<file path="config.mk">
export PLATFORM = sky130hd
export DESIGN_NAME = push_store_seq
export DESIGN_NICKNAME = d
export VERILOG_FILES = /design/src/rtl/push_pkg.sv /design/src/rtl/push_decode.sv /design/src/rtl/push_lowbit.sv /design/src/rtl/push_seq.sv /design/src/rtl/push_store_seq.sv
export SDC_FILE = /design/constraint.sdc
export NUM_CORES = 1
export LEC_CHECK = 0
export ABC_AREA = 1
export BUFFER_PORTS_ARGS = -buffer_cell sky130_fd_sc_hd__buf_4
export CAP_MARGIN = 30
export CORE_ASPECT_RATIO = 0.5
export CORE_MARGIN = 8
export CORE_UTILIZATION = 40
export CTS_CLUSTER_SIZE = 12
export DETAILED_ROUTE_END_ITERATION = 8
export PLACE_DENSITY_LB_ADDON = 0.12
export SLEW_MARGIN = 20
export SYNTH_ARGS = -nofsm -noshare
export SYNTH_HDL_FRONTEND = slang
export SYNTH_HIERARCHICAL = 1
export SYNTH_SLANG_ARGS = --single-unit
</file>
<file path="constraint.sdc">
create_clock -name clk_i -period 4.65 [get_ports clk_i]
set_input_delay 0.465 -clock clk_i [delete_from_list [all_inputs] [get_ports clk_i]]
set_output_delay 0.465 -clock clk_i [all_outputs]
set_load 0.005 [all_outputs]
</file>
<file path="src/rtl/push_pkg.sv">
package push_pkg;
  localparam int unsigned REG_CNT = 16;
  localparam int unsigned SP_REG  = 13;
  localparam int unsigned LR_REG  = 14;
  localparam int unsigned PC_REG  = 15;

  typedef enum logic [2:0] {
    FORM_NONE, FORM_C16, FORM_WMUL, FORM_WONE, FORM_AMUL, FORM_AONE
  } form_e;

  typedef enum logic [2:0] {
    ST_IDLE, ST_STORE, ST_SPWB, ST_DONE, ST_ERR
  } state_e;

  typedef struct packed {
    form_e               form;
    logic                illegal;
    logic [REG_CNT-1:0]  regs;
  } dec_t;
endpackage

</file>
<file path="src/rtl/push_decode.sv">
module push_decode
  import push_pkg::*;
#(
  parameter int unsigned CW = $clog2(REG_CNT + 1)
) (
  input  logic [31:0]   op_i,
  input  logic          compact_i,
  output dec_t          dec_o,
  output logic [CW-1:0] cnt_o
);
  logic m_c16, m_wmul, m_wone, m_amul, m_aone;
  logic [3:0] rt;
  logic [REG_CNT-1:0] one_hot;

  assign rt      = op_i[15:12];
  assign one_hot = REG_CNT'(1) << rt;

  assign m_c16  =  compact_i && ((op_i[15:0] & 16'hFE00) == 16'hB400);
  assign m_wmul = !compact_i && ((op_i & 32'hFFFF0000) == 32'hE8AD0000);
  assign m_wone = !compact_i && ((op_i & 32'hFFFF0FFF) == 32'hF84D0D04);
  assign m_amul = !compact_i && ((op_i & 32'h0FFF0000) == 32'h092D0000);
  assign m_aone = !compact_i && ((op_i & 32'h0FFF0FFF) == 32'h052D0004);

  always_comb begin
    dec_o = '{form: FORM_NONE, illegal: 1'b1, regs: '0};
    cnt_o = '0;
    if (m_c16) begin
      dec_o.form          = FORM_C16;
      dec_o.regs[7:0]     = op_i[7:0];
      dec_o.regs[LR_REG]  = op_i[8];
    end else if (m_wmul) begin
      dec_o.form          = FORM_WMUL;
      dec_o.regs          = op_i[15:0];
      dec_o.regs[PC_REG]  = 1'b0;
      dec_o.regs[SP_REG]  = 1'b0;
    end else if (m_wone) begin
      dec_o.form = FORM_WONE;
      dec_o.regs = one_hot;
    end else if (m_amul) begin
      dec_o.form = FORM_AMUL;
      dec_o.regs = op_i[15:0];
    end else if (m_aone) begin
      dec_o.form = FORM_AONE;
      dec_o.regs = one_hot;
    end
    for (int i = 0; i < REG_CNT; i++) cnt_o = cnt_o + CW'(dec_o.regs[i]);
    unique case (dec_o.form)
      FORM_C16:  dec_o.illegal = (cnt_o == '0);
      FORM_WMUL: dec_o.illegal = (cnt_o < CW'(2));
      FORM_WONE: dec_o.illegal = (rt == 4'(SP_REG)) || (rt == 4'(PC_REG));
      FORM_AMUL: dec_o.illegal = 1'b0;
      FORM_AONE: dec_o.illegal = (rt == 4'(SP_REG));
      default:   dec_o.illegal = 1'b1;
    endcase
  end


  always_comb begin
    form_disjoint_chk: assert ($onehot0({m_c16, m_wmul, m_wone, m_amul, m_aone}));
  end
endmodule

</file>
<file path="src/rtl/push_lowbit.sv">
module push_lowbit #(
  parameter int unsigned W  = 16,
  parameter int unsigned IW = $clog2(W)
) (
  input  logic [W-1:0]  vec_i,
  output logic [IW-1:0] idx_o,
  output logic          last_o
);
  always_comb begin
    idx_o = '0;
    for (int i = W - 1; i >= 0; i--) begin
      if (vec_i[i]) idx_o = IW'(i);
    end
  end
  assign last_o = $onehot(vec_i);
endmodule

</file>
<file path="src/rtl/push_seq.sv">
module push_seq
  import push_pkg::*;
#(
  parameter int unsigned XLEN       = 32,
  parameter int unsigned WORD_BYTES = 4,
  parameter int unsigned PC_BIAS    = 8,
  parameter int unsigned CW         = $clog2(REG_CNT + 1),
  parameter int unsigned IW         = $clog2(REG_CNT)
) (
  input  logic            clk_i,
  input  logic            rst_ni,
  input  logic            op_valid_i,
  input  logic            cond_pass_i,
  input  dec_t            dec_i,
  input  logic [CW-1:0]   cnt_i,
  input  logic [XLEN-1:0] sp_i,
  input  logic [XLEN-1:0] pc_i,
  output logic [IW-1:0]   rf_idx_o,
  input  logic [XLEN-1:0] rf_data_i,
  output logic            mem_we_o,
  output logic [XLEN-1:0] mem_addr_o,
  output logic [XLEN-1:0] mem_wdata_o,
  input  logic            mem_ready_i,
  output logic            sp_we_o,
  output logic [XLEN-1:0] sp_wdata_o,
  output logic            done_o,
  output logic            err_o
);
  localparam int unsigned SHIFT = $clog2(WORD_BYTES);

  state_e             state_q;
  logic [REG_CNT-1:0] mask_q;
  logic [XLEN-1:0]    addr_q, sp_new_q, pc_q;
  logic [IW-1:0]      cur_idx;
  logic               cur_last;
  logic               accept;
  logic [XLEN-1:0]    sp_base;

  push_lowbit #(.W(REG_CNT), .IW(IW)) i_lowbit (
    .vec_i (mask_q),
    .idx_o (cur_idx),
    .last_o(cur_last)
  );

  assign accept  = (state_q == ST_IDLE) && op_valid_i;
  assign sp_base = sp_i - (XLEN'(cnt_i) << SHIFT);

  always_ff @(posedge clk_i or negedge rst_ni) begin
    if (!rst_ni) begin
      state_q  <= ST_IDLE;
      mask_q   <= '0;
      addr_q   <= '0;
      sp_new_q <= '0;
      pc_q     <= '0;
    end else begin
      unique case (state_q)
        ST_IDLE: if (accept) begin
          pc_q     <= pc_i;
          sp_new_q <= sp_base;
          addr_q   <= sp_base;
          mask_q   <= dec_i.regs;
          if (!cond_pass_i)          state_q <= ST_DONE;
          else if (dec_i.illegal)    state_q <= ST_ERR;
          else if (cnt_i == '0)      state_q <= ST_SPWB;
          else                       state_q <= ST_STORE;
        end
        ST_STORE: if (mem_ready_i) begin
          mask_q[cur_idx] <= 1'b0;
          addr_q          <= addr_q + XLEN'(WORD_BYTES);
          if (cur_last) state_q <= ST_SPWB;
        end
        default: begin
          mask_q  <= '0;
          state_q <= ST_IDLE;
        end
      endcase
    end
  end

  assign rf_idx_o    = cur_idx;
  assign mem_we_o    = (state_q == ST_STORE);
  assign mem_addr_o  = addr_q;
  assign mem_wdata_o = (cur_idx == IW'(PC_REG)) ? pc_q + XLEN'(PC_BIAS) : rf_data_i;
  assign sp_we_o     = (state_q == ST_SPWB);
  assign sp_wdata_o  = sp_new_q;
  assign done_o      = (state_q == ST_SPWB) || (state_q == ST_DONE);
  assign err_o       = (state_q == ST_ERR);


  hold_stable_chk: assert property (@(posedge clk_i) disable iff (!rst_ni)
    mem_we_o && !mem_ready_i |=> mem_we_o && $stable(mem_addr_o) && $stable(rf_idx_o));

  addr_step_chk: assert property (@(posedge clk_i) disable iff (!rst_ni)
    mem_we_o && mem_ready_i && !cur_last |=>
      mem_we_o && (mem_addr_o == $past(mem_addr_o) + XLEN'(WORD_BYTES)));

  last_store_wb_chk: assert property (@(posedge clk_i) disable iff (!rst_ni)
    mem_we_o && mem_ready_i && cur_last |=> sp_we_o && done_o && !mem_we_o);

  cond_skip_chk: assert property (@(posedge clk_i) disable iff (!rst_ni)
    accept && !cond_pass_i |=> done_o && !mem_we_o && !sp_we_o);

  done_pulse_chk: assert property (@(posedge clk_i) disable iff (!rst_ni)
    done_o |=> !done_o && !err_o);

  err_quiet_chk: assert property (@(posedge clk_i) disable iff (!rst_ni)
    err_o |=> !err_o && !mem_we_o && !sp_we_o);
endmodule

</file>
<file path="src/rtl/push_store_seq.sv">
module push_store_seq
  import push_pkg::*;
#(
  parameter int unsigned XLEN       = 32,
  parameter int unsigned WORD_BYTES = 4,
  parameter int unsigned PC_BIAS    = 8
) (
  input  logic            clk_i,
  input  logic            rst_ni,
  input  logic            op_valid_i,
  input  logic [31:0]     op_i,
  input  logic            compact_i,
  input  logic            cond_pass_i,
  input  logic [XLEN-1:0] sp_i,
  input  logic [XLEN-1:0] pc_i,
  output logic [3:0]      rf_idx_o,
  input  logic [XLEN-1:0] rf_data_i,
  output logic            mem_we_o,
  output logic [XLEN-1:0] mem_addr_o,
  output logic [XLEN-1:0] mem_wdata_o,
  input  logic            mem_ready_i,
  output logic            sp_we_o,
  output logic [XLEN-1:0] sp_wdata_o,
  output logic            done_o,
  output logic            err_o
);
  localparam int unsigned CW = $clog2(REG_CNT + 1);

  dec_t          dec;
  logic [CW-1:0] cnt;

  push_decode #(.CW(CW)) i_decode (
    .op_i     (op_i),
    .compact_i(compact_i),
    .dec_o    (dec),
    .cnt_o    (cnt)
  );

  push_seq #(
    .XLEN(XLEN), .WORD_BYTES(WORD_BYTES), .PC_BIAS(PC_BIAS), .CW(CW), .IW(4)
  ) i_seq (
    .clk_i      (clk_i),
    .rst_ni     (rst_ni),
    .op_valid_i (op_valid_i),
    .cond_pass_i(cond_pass_i),
    .dec_i      (dec),
    .cnt_i      (cnt),
    .sp_i       (sp_i),
    .pc_i       (pc_i),
    .rf_idx_o   (rf_idx_o),
    .rf_data_i  (rf_data_i),
    .mem_we_o   (mem_we_o),
    .mem_addr_o (mem_addr_o),
    .mem_wdata_o(mem_wdata_o),
    .mem_ready_i(mem_ready_i),
    .sp_we_o    (sp_we_o),
    .sp_wdata_o (sp_wdata_o),
    .done_o     (done_o),
    .err_o      (err_o)
  );
endmodule

</file>
Yosys cells after proc, flatten, opt, wreduce, memory -nomap -nowiden
Cells that the tools add are included.
- register bits: 115
- output and inout port bits: 104
- word-level logic and storage cells: 128
- add/subtract/negate cells: 33
- magnitude comparators: 3
- eq/ne operators: 21
- shift-type cells: 1
- muxes and demuxes: 46
- bitwise operators: 2
- reduce and logical (&&, ||, !) cells: 17
- operators with widths (operator ; number):
    $mux W16 ; 6
    $mux W32 ; 3
    $add A5 B1 Y5 ; 14
    $mux W4 ; 16
    $pmux W32 S2 ; 1
    $add A32 B3 Y32 const B ; 1
    $add A32 B4 Y32 const B ; 1
    $pmux W16 S2 ; 1
    $sub A32 B7 Y32 ; 1
    $mux W3 ; 10
    $eq A28 B28 Y1 const B ; 1
    $eq A24 B23 Y1 const B ; 1
    $add A1 B1 Y2 ; 9
    $and A16 B16 Y16 ; 1
    $eq A16 B16 Y1 const B ; 1
    $not A16 Y16 ; 1
    $shl A1 B4 Y16 const A ; 1
    $eq A12 B12 Y1 const B ; 1
    $eq A3 B2 Y1 const B ; 4
    $eq A4 B4 Y1 const B ; 3
    $add A2 B2 Y3 ; 3
    $eq A3 B3 Y1 const B ; 3
    $mux W8 ; 1
    $eq A7 B7 Y1 const B ; 1
    other kinds (24) ; 38

Depth between registers and ports, before layout
Gate-level depths: netlist (run 1).
- depth in word-level cells: 28
- mapped depth: 36

By module
Netlist (run 1), hierarchy kept.
- by module, submodules not included (module ; times used ; cells each ; area each (um^2)):
    push_seq ; 1 ; 1176 ; 7673.6
    push_decode ; 1 ; 191 ; 1069.8
    push_lowbit ; 1 ; 91 ; 621.8

Least setup slack after synthesis (run 1)
Ideal clock, no wire load.
- path type: input port to flip-flop
- start: in op_i[26]
- end: reg i_seq.addr_q[26], in the netlist i_seq/mem_addr_o[26]
- library setup time: 0.117 ns
- arrival: 5.389 ns
- slack: -0.855 ns
- stages on the path: 31
- path buffers: 0
- path through: inv_1 > nand2_1 > nor2_1 > nand2_1 > nor2_1 > nand2_2 > nand2_4 > nand2_2 > o21ai_2 > inv_2 > fa_1 > fa_1 > inv_1 > fa_1 > fa_1 > ha_1 > fa_1 > inv_1 > fa_1 > nand3_1 > nand3_1 > nand2_1 > nand2_1 > inv_1 > nand2_1 > nand2_1 > nand2_1 > nand2_1 > nand2_1 > nand2_1 > nand2_1
- RTL lines (element ; line ; text):
    start: declaration ; push_store_seq.sv:11 ; input logic [31:0] op_i,
    end signal: assignment ; push_seq.sv:60 ; addr_q <= sp_base;
    end signal: assignment ; push_seq.sv:69 ; addr_q <= addr_q + XLEN'(WORD_BYTES);
    end: declaration ; push_seq.sv:33 ; logic [XLEN-1:0] addr_q, sp_new_q, pc_q;

==> results of run 1 <==
-- critical path, delay by kind of cell --
family,cells,cell delay [ns]
AOI/OAI and AO/OA,1,0.15
adders and majority gates,7,3.17
buffers and inverters,5,0.44
and+or+nand+nor,16,1.45
-- state kept, by name, indices dropped and copies added, names as in the netlist --
signal and count:
i_seq/state_q 3, i_seq/mem_addr_o 32, i_seq/mask_q 16, i_seq/sp_wdata_o 32
i_seq/pc_q 32
-- stage by stage --
stage	instance area, µm²	std cells	worst slack [ns]	setup TNS [ns]
floorplan	9530	1456	-0.613	-24.39
global placement	12200	2050	-1.21	-58.69
detailed placement	12200	2051	-1.28	-63.35
CTS	13400	2097	-0.582	-24.75
global route	14000	2118	-0.902	-41.18
finish	14000	2118	-0.730	-33.09
-- what timing repair did --
action,in CTS,in global routing
resized for setup,107,128
hold endpoints to repair,0,0
setup buffers,14,22
pin swaps,47,74
endpoints found under the setup margin,61,61
-- final timing paths --
check,from,to,slack (ns),depth (start not counted)
worst max-delay path,op_i[11],i_seq/mem_addr_o[30],-0.73,29
worst min-delay path,rst_ni,i_seq/sp_wdata_o[2],0.11,1
worst max register to register,i_seq/mask_q[0],i_seq/state_q[2],0.29,13
worst min register to register,i_seq/sp_wdata_o[19],i_seq/sp_wdata_o[19],0.48,2
max in group asynchronous,rst_ni,i_seq/mem_addr_o[3],3.58,2
min in group clk_i,pc_i[11],i_seq/pc_q[11],0.22,3
-- area by class of cell --
type	count	area (µm²)
tap	307	384
clock inverter	15	179
clock buffer	17	425
fill	2123	8900
sequential	115	2880
inverter	163	647
timing repair buffer	359	2820
multi-input combinational	1142	6650
-- metal layers --
layer	up-vias	part of all wire, %	global-route usage, %
met5	-	0	0
met4	0	3.9	10.9
met3	90	5.9	5.28
met2	332	48	41.5
met1	5105	42	29.9
li1	5286	-	-
-- report_power, final --
part	total (mW)	leakage [nW]	switching [mW]	internal (mW)
Sequential	1.89	1.42	0.470	1.42
Combinational	2.34	5.38	1.33	1.01
Clock	1.36	0.286	0.518	0.843
Total	5.59	7.08	2.32	3.27
==> flow_summary.json, run 1 <==
{
  "setup.worst_path.end_class": "flop",
  "hold_ws_ns": 0.107,
  "maxSlewHeadroom_pct": 34.6,
  "final_common_cell": "sky130_fd_sc_hd__nand2_1",
  "max_freq_mhz": 186,
  "worst-endpoint-required_ns": 4.98,
  "grt_antenna_before_repair": 0,
  "ctsHoldBuffers": 0,
  "grt_pass1_vias": 10600,
  "worst-path-max-fanout": 5,
  "critPathMaxStageDelay_ns": 0.55,
  "ant_nets": 0,
  "postSynthCellCount": 1456,
  "finalSetupViolations": 61,
  "tritoncts": "yes",
  "globalplace.congestion": 0.948,
  "slew_violations": 0,
  "num_rows": 39,
  "postSynthAreaPerCell_um2": 6.43,
  "route.final.wire_length_um": 36300,
  "area_growth_syn_to_layout_pct": 49.5,
  "setup.worst_path.class": "in -> reg",
  "post_synth_instance_area_um2": 9360,
  "power.leakage_nw": 7.08,
  "route.detailed.vias_per_inst": 5.11,
  "initialDrtViolationCount": 679,
  "post_route_cells_drive_above_1_share_pct": 33.9,
  "ys.warnings.count": 6,
  "postSynthNetCount": 1632,
  "place.port_buffers": 237,
  "cts_max_path_buffers": 2,
  "fin_skew_ns": 0.0110,
  "grt_usage_pct": 24.4,
  "antenna_cells": 0,
  "critPathMostFrequentCell": "sky130_fd_sc_hd__nand2_1",
  "clock_slew_seen_by_the_registers_of_the_worst_setup_and_hold_paths_ns": 0.06,
  "detail_route.first_pass.iterations": 5,
  "die-width_um": 232,
  "finalWorstSetupSlack_ns": -0.730,
  "min_path_type": "in -> async",
  "period_share_pct": 116,
  "vdd.ir_drop.worst_mv": 0.229,
  "vias": 10800,
  "first_pass_grt_wire_length_um": 55700,
  "status": "finished, violations left",
  "hold_viol_final": 0,
  "failed_checks": "setup timing",
  "start_util_pct": 40.9,
  "numCtsBuffers": 17,
  "worstSetupStartpointType": "primary input",
  "cellPowerDensity_nw_per_um2": 400,
  "crit_arrival_ns": 5.71,
  "htree_levels": 4,
  "rsz0062_at_grt": "true",
  "wire_per_inst_um": 17.1,
  "dieHeight_um": 124,
  "cts-root-buf": "sky130_fd_sc_hd__clkbuf_16",
  "most-common-layout-cells": "515 x sky130_fd_sc_hd__nand2_1, 332 x sky130_fd_sc_hd__buf_4, 126 x sky130_fd_sc_hd__inv_1",
  "globalRoute.totalOverflow": 0,
  "io_pins": 238,
  "design.final.nets": 1974,
  "dp_hpwl_um": 28200,
  "clkSinkCount": 115,
  "max_cap_viol_count": 0,
  "fin_util_pct": 61.1,
  "floorplan.die_area_um2": 28800,
  "timing.critical_path.slowest_stage_cell": "sky130_fd_sc_hd__fa_1",
  "fin_crit_ns": 5.38,
  "slew_of_the_pin_with_the_lowest_slew_margin_ns": 0.979,
  "core-area_um2": 22900,
  "drc": 0,
  "fin_total_pwr_mw": 5.59,
  "source_to_sink_clock_delay_at_the_later_pin_of_the_worst_skew_pair_ns": 0.44,
  "grt_start_max_net_pins": 55
}
No activity file was read; power rests on OpenSTA's default activity.
==> run 2, diff against run 1 <==
--- a/config.mk
+++ b/config.mk
@@ -8,9 +8,12 @@
 export ABC_AREA = 1
 export BUFFER_PORTS_ARGS = -buffer_cell sky130_fd_sc_hd__buf_4
 export CAP_MARGIN = 30
+export CELL_PAD_IN_SITES_DETAIL_PLACEMENT = 1
+export CELL_PAD_IN_SITES_GLOBAL_PLACEMENT = 1
 export CORE_ASPECT_RATIO = 0.5
 export CORE_MARGIN = 8
-export CORE_UTILIZATION = 40
+export CORE_UTILIZATION = 38
+export CTS_CLUSTER_DIAMETER = 120
 export CTS_CLUSTER_SIZE = 12
 export DETAILED_ROUTE_END_ITERATION = 8
 export PLACE_DENSITY_LB_ADDON = 0.12
==> run 2 against run 1 <==
Compared with the run above: the run still ends with setup timing left; critical path type unchanged; utilization shrank 1.8 points; clock-buffer cell count grew 2; critical path depth shrank 3; clock power grew 7%; power grew 5.6%; register-to-register slack lost 0.05 ns; final cell count grew 1.6%.
==> flow_summary.json, run 2 (synthesized netlist as in run 1, its figures left out) <==
{
  "critPathMaxStageDelay_ns": 0.58,
  "failed_checks": "setup timing",
  "status": "finished, violations left",
  "ctsHoldBuffers": 0,
  "globalRoute.totalOverflow": 0,
  "finalWorstSetupSlack_ns": -0.799,
  "dp_hpwl_um": 32300,
  "clock_slew_seen_by_the_registers_of_the_worst_setup_and_hold_paths_ns": 0.06,
  "rr_startpoint": "i_seq/mask_q[9]",
  "setup.worst_path.class": "in -> reg",
  "first_pass_grt_wire_length_um": 65100,
  "grt_start_max_net_pins": 55,
  "wire_per_inst_um": 20.4,
  "start_util_pct": 38.9,
  "place.port_buffers": 237,
  "fin_total_pwr_mw": 5.90,
  "route.detailed.vias_per_inst": 5.30,
  "rsz0062_at_grt": "true",
  "min_path_type": "in -> async",
  "hold_viol_final": 0,
  "globalplace.congestion": 0.957,
  "detail_route.first_pass.iterations": 8,
  "tritoncts": "yes",
  "crit_arrival_ns": 5.78,
  "crit_path_start": "op_i[25]",
  "final_common_cell": "sky130_fd_sc_hd__nand2_1",
  "source_to_sink_clock_delay_at_the_later_pin_of_the_worst_skew_pair_ns": 0.45,
  "setup.worst_path.end_class": "flop",
  "initialDrtViolationCount": 894,
  "design.final.nets": 1978,
  "critPathMostFrequentCell": "sky130_fd_sc_hd__fa_1",
  "seq_area_um2": 2880,
  "htree_levels": 4,
  "worstPathBufferInverterCount": 7,
  "fin_skew_ns": 0.0167,
  "route.final.wire_length_um": 43900,
  "timing.critical_path.slowest_stage_cell": "sky130_fd_sc_hd__fa_2",
  "dieHeight_um": 127,
  "die-width_um": 238,
  "grt_pass1_vias": 12100,
  "hold_ws_ns": 0.0145,
  "num_rows": 40,
  "core-area_um2": 24100,
  "worst-path-max-fanout": 7,
  "cts_max_path_buffers": 2,
  "io_pins": 238,
  "max_freq_mhz": 184,
  "floorplan.die_area_um2": 30200,
  "fill_cells": 3107,
  "grt_usage_pct": 26.9,
  "detailed_place.area_um2": 12300,
  "ant_nets": 0,
  "grt_antenna_before_repair": 0,
  "worst_path_dominant_cell_family": "adder cells",
  "period_share_pct": 117,
  "post_route_cells_drive_above_1_share_pct": 34.8,
  "design_area_um2": 14300,
  "worst-endpoint-required_ns": 4.98,
  "worstSetupStartpointType": "primary input",
  "fin_crit_ns": 5.45,
  "power.leakage_nw": 7.13,
  "most-common-layout-cells": "513 x sky130_fd_sc_hd__nand2_1, 328 x sky130_fd_sc_hd__buf_4, 131 x sky130_fd_sc_hd__inv_1",
  "antenna_cells": 0,
  "slew_of_the_pin_with_the_lowest_slew_margin_ns": 0.669,
  "cellPowerDensity_nw_per_um2": 414,
  "multi_input_combinational_cell_area_um2": 6810,
  "fin_setup_tns_ns": -36.97,
  "area_growth_syn_to_layout_pct": 52.5,
  "vias": 11400,
  "slew_violations": 0,
  "pre_cts_ws_ns": -1.42,
  "finalSetupViolations": 61,
  "cts-root-buf": "sky130_fd_sc_hd__clkbuf_16",
  "drc": 0,
  "clkSinkCount": 115,
  "numCtsBuffers": 17,
  "vdd.ir_drop.worst_mv": 0.253,
  "max_cap_viol_count": 0,
  "maxSlewHeadroom_pct": 55.4
}
==> run 2: final cells by class <==
class,instances,share of cell area [%]
inverters,163,4.52
clock buffers,19,3.03
flip-flops and latches,115,20.2
well taps,336,2.95
multi-input cells,1142,47.7
repair buffers,363,20.3
clock inverters,13,1.29
==> run 2: repair_timing <==
| item | in CTS | in global routing |
|---|---|---|
| buffers inserted | 21 | 13 |
| pin swaps | 74 | 81 |
| hold endpoints to repair | 0 | 0 |
| setup endpoints to repair | 61 | 61 |
| resized for setup | 126 | 145 |
==> run 2: layer usage <==
metal / track usage [%] / part of all wire, %
met5: 0 / 0
met2: 47.0 / 51
met3: 5.12 / 5.2
met4: 10.4 / 3.2
met1: 32.7 / 41
==> run 2: per-stage QoR <==
step,utilization [%],cells
floorplan,-,1456
global placement,51.0,2087
detailed placement,51.0,2087
CTS,56.1,2140
global route,59.3,2151
finish,59.3,2151
==> run 2: path summary, 6_finish.rpt <==
check / slack (ns) / depth (start not counted) / end
worst max-delay path: -0.80 / 26 / i_seq/mem_addr_o[16]
worst min-delay path: 0.01 / 1 / i_seq/mask_q[2]
worst max register to register: 0.24 / 13 / i_seq/state_q[2]
worst min register to register: 0.47 / 2 / i_seq/sp_wdata_o[15]
max in group asynchronous: 3.49 / 2 / i_seq/pc_q[5]
min in group clk_i: 0.21 / 3 / i_seq/pc_q[28]
==> run 2: power by group <==
part | switching (mW) | internal, mW
Combinational | 1.46 | 1.04
Clock | 0.551 | 0.896
Sequential | 0.526 | 1.42
Total | 2.54 | 3.36
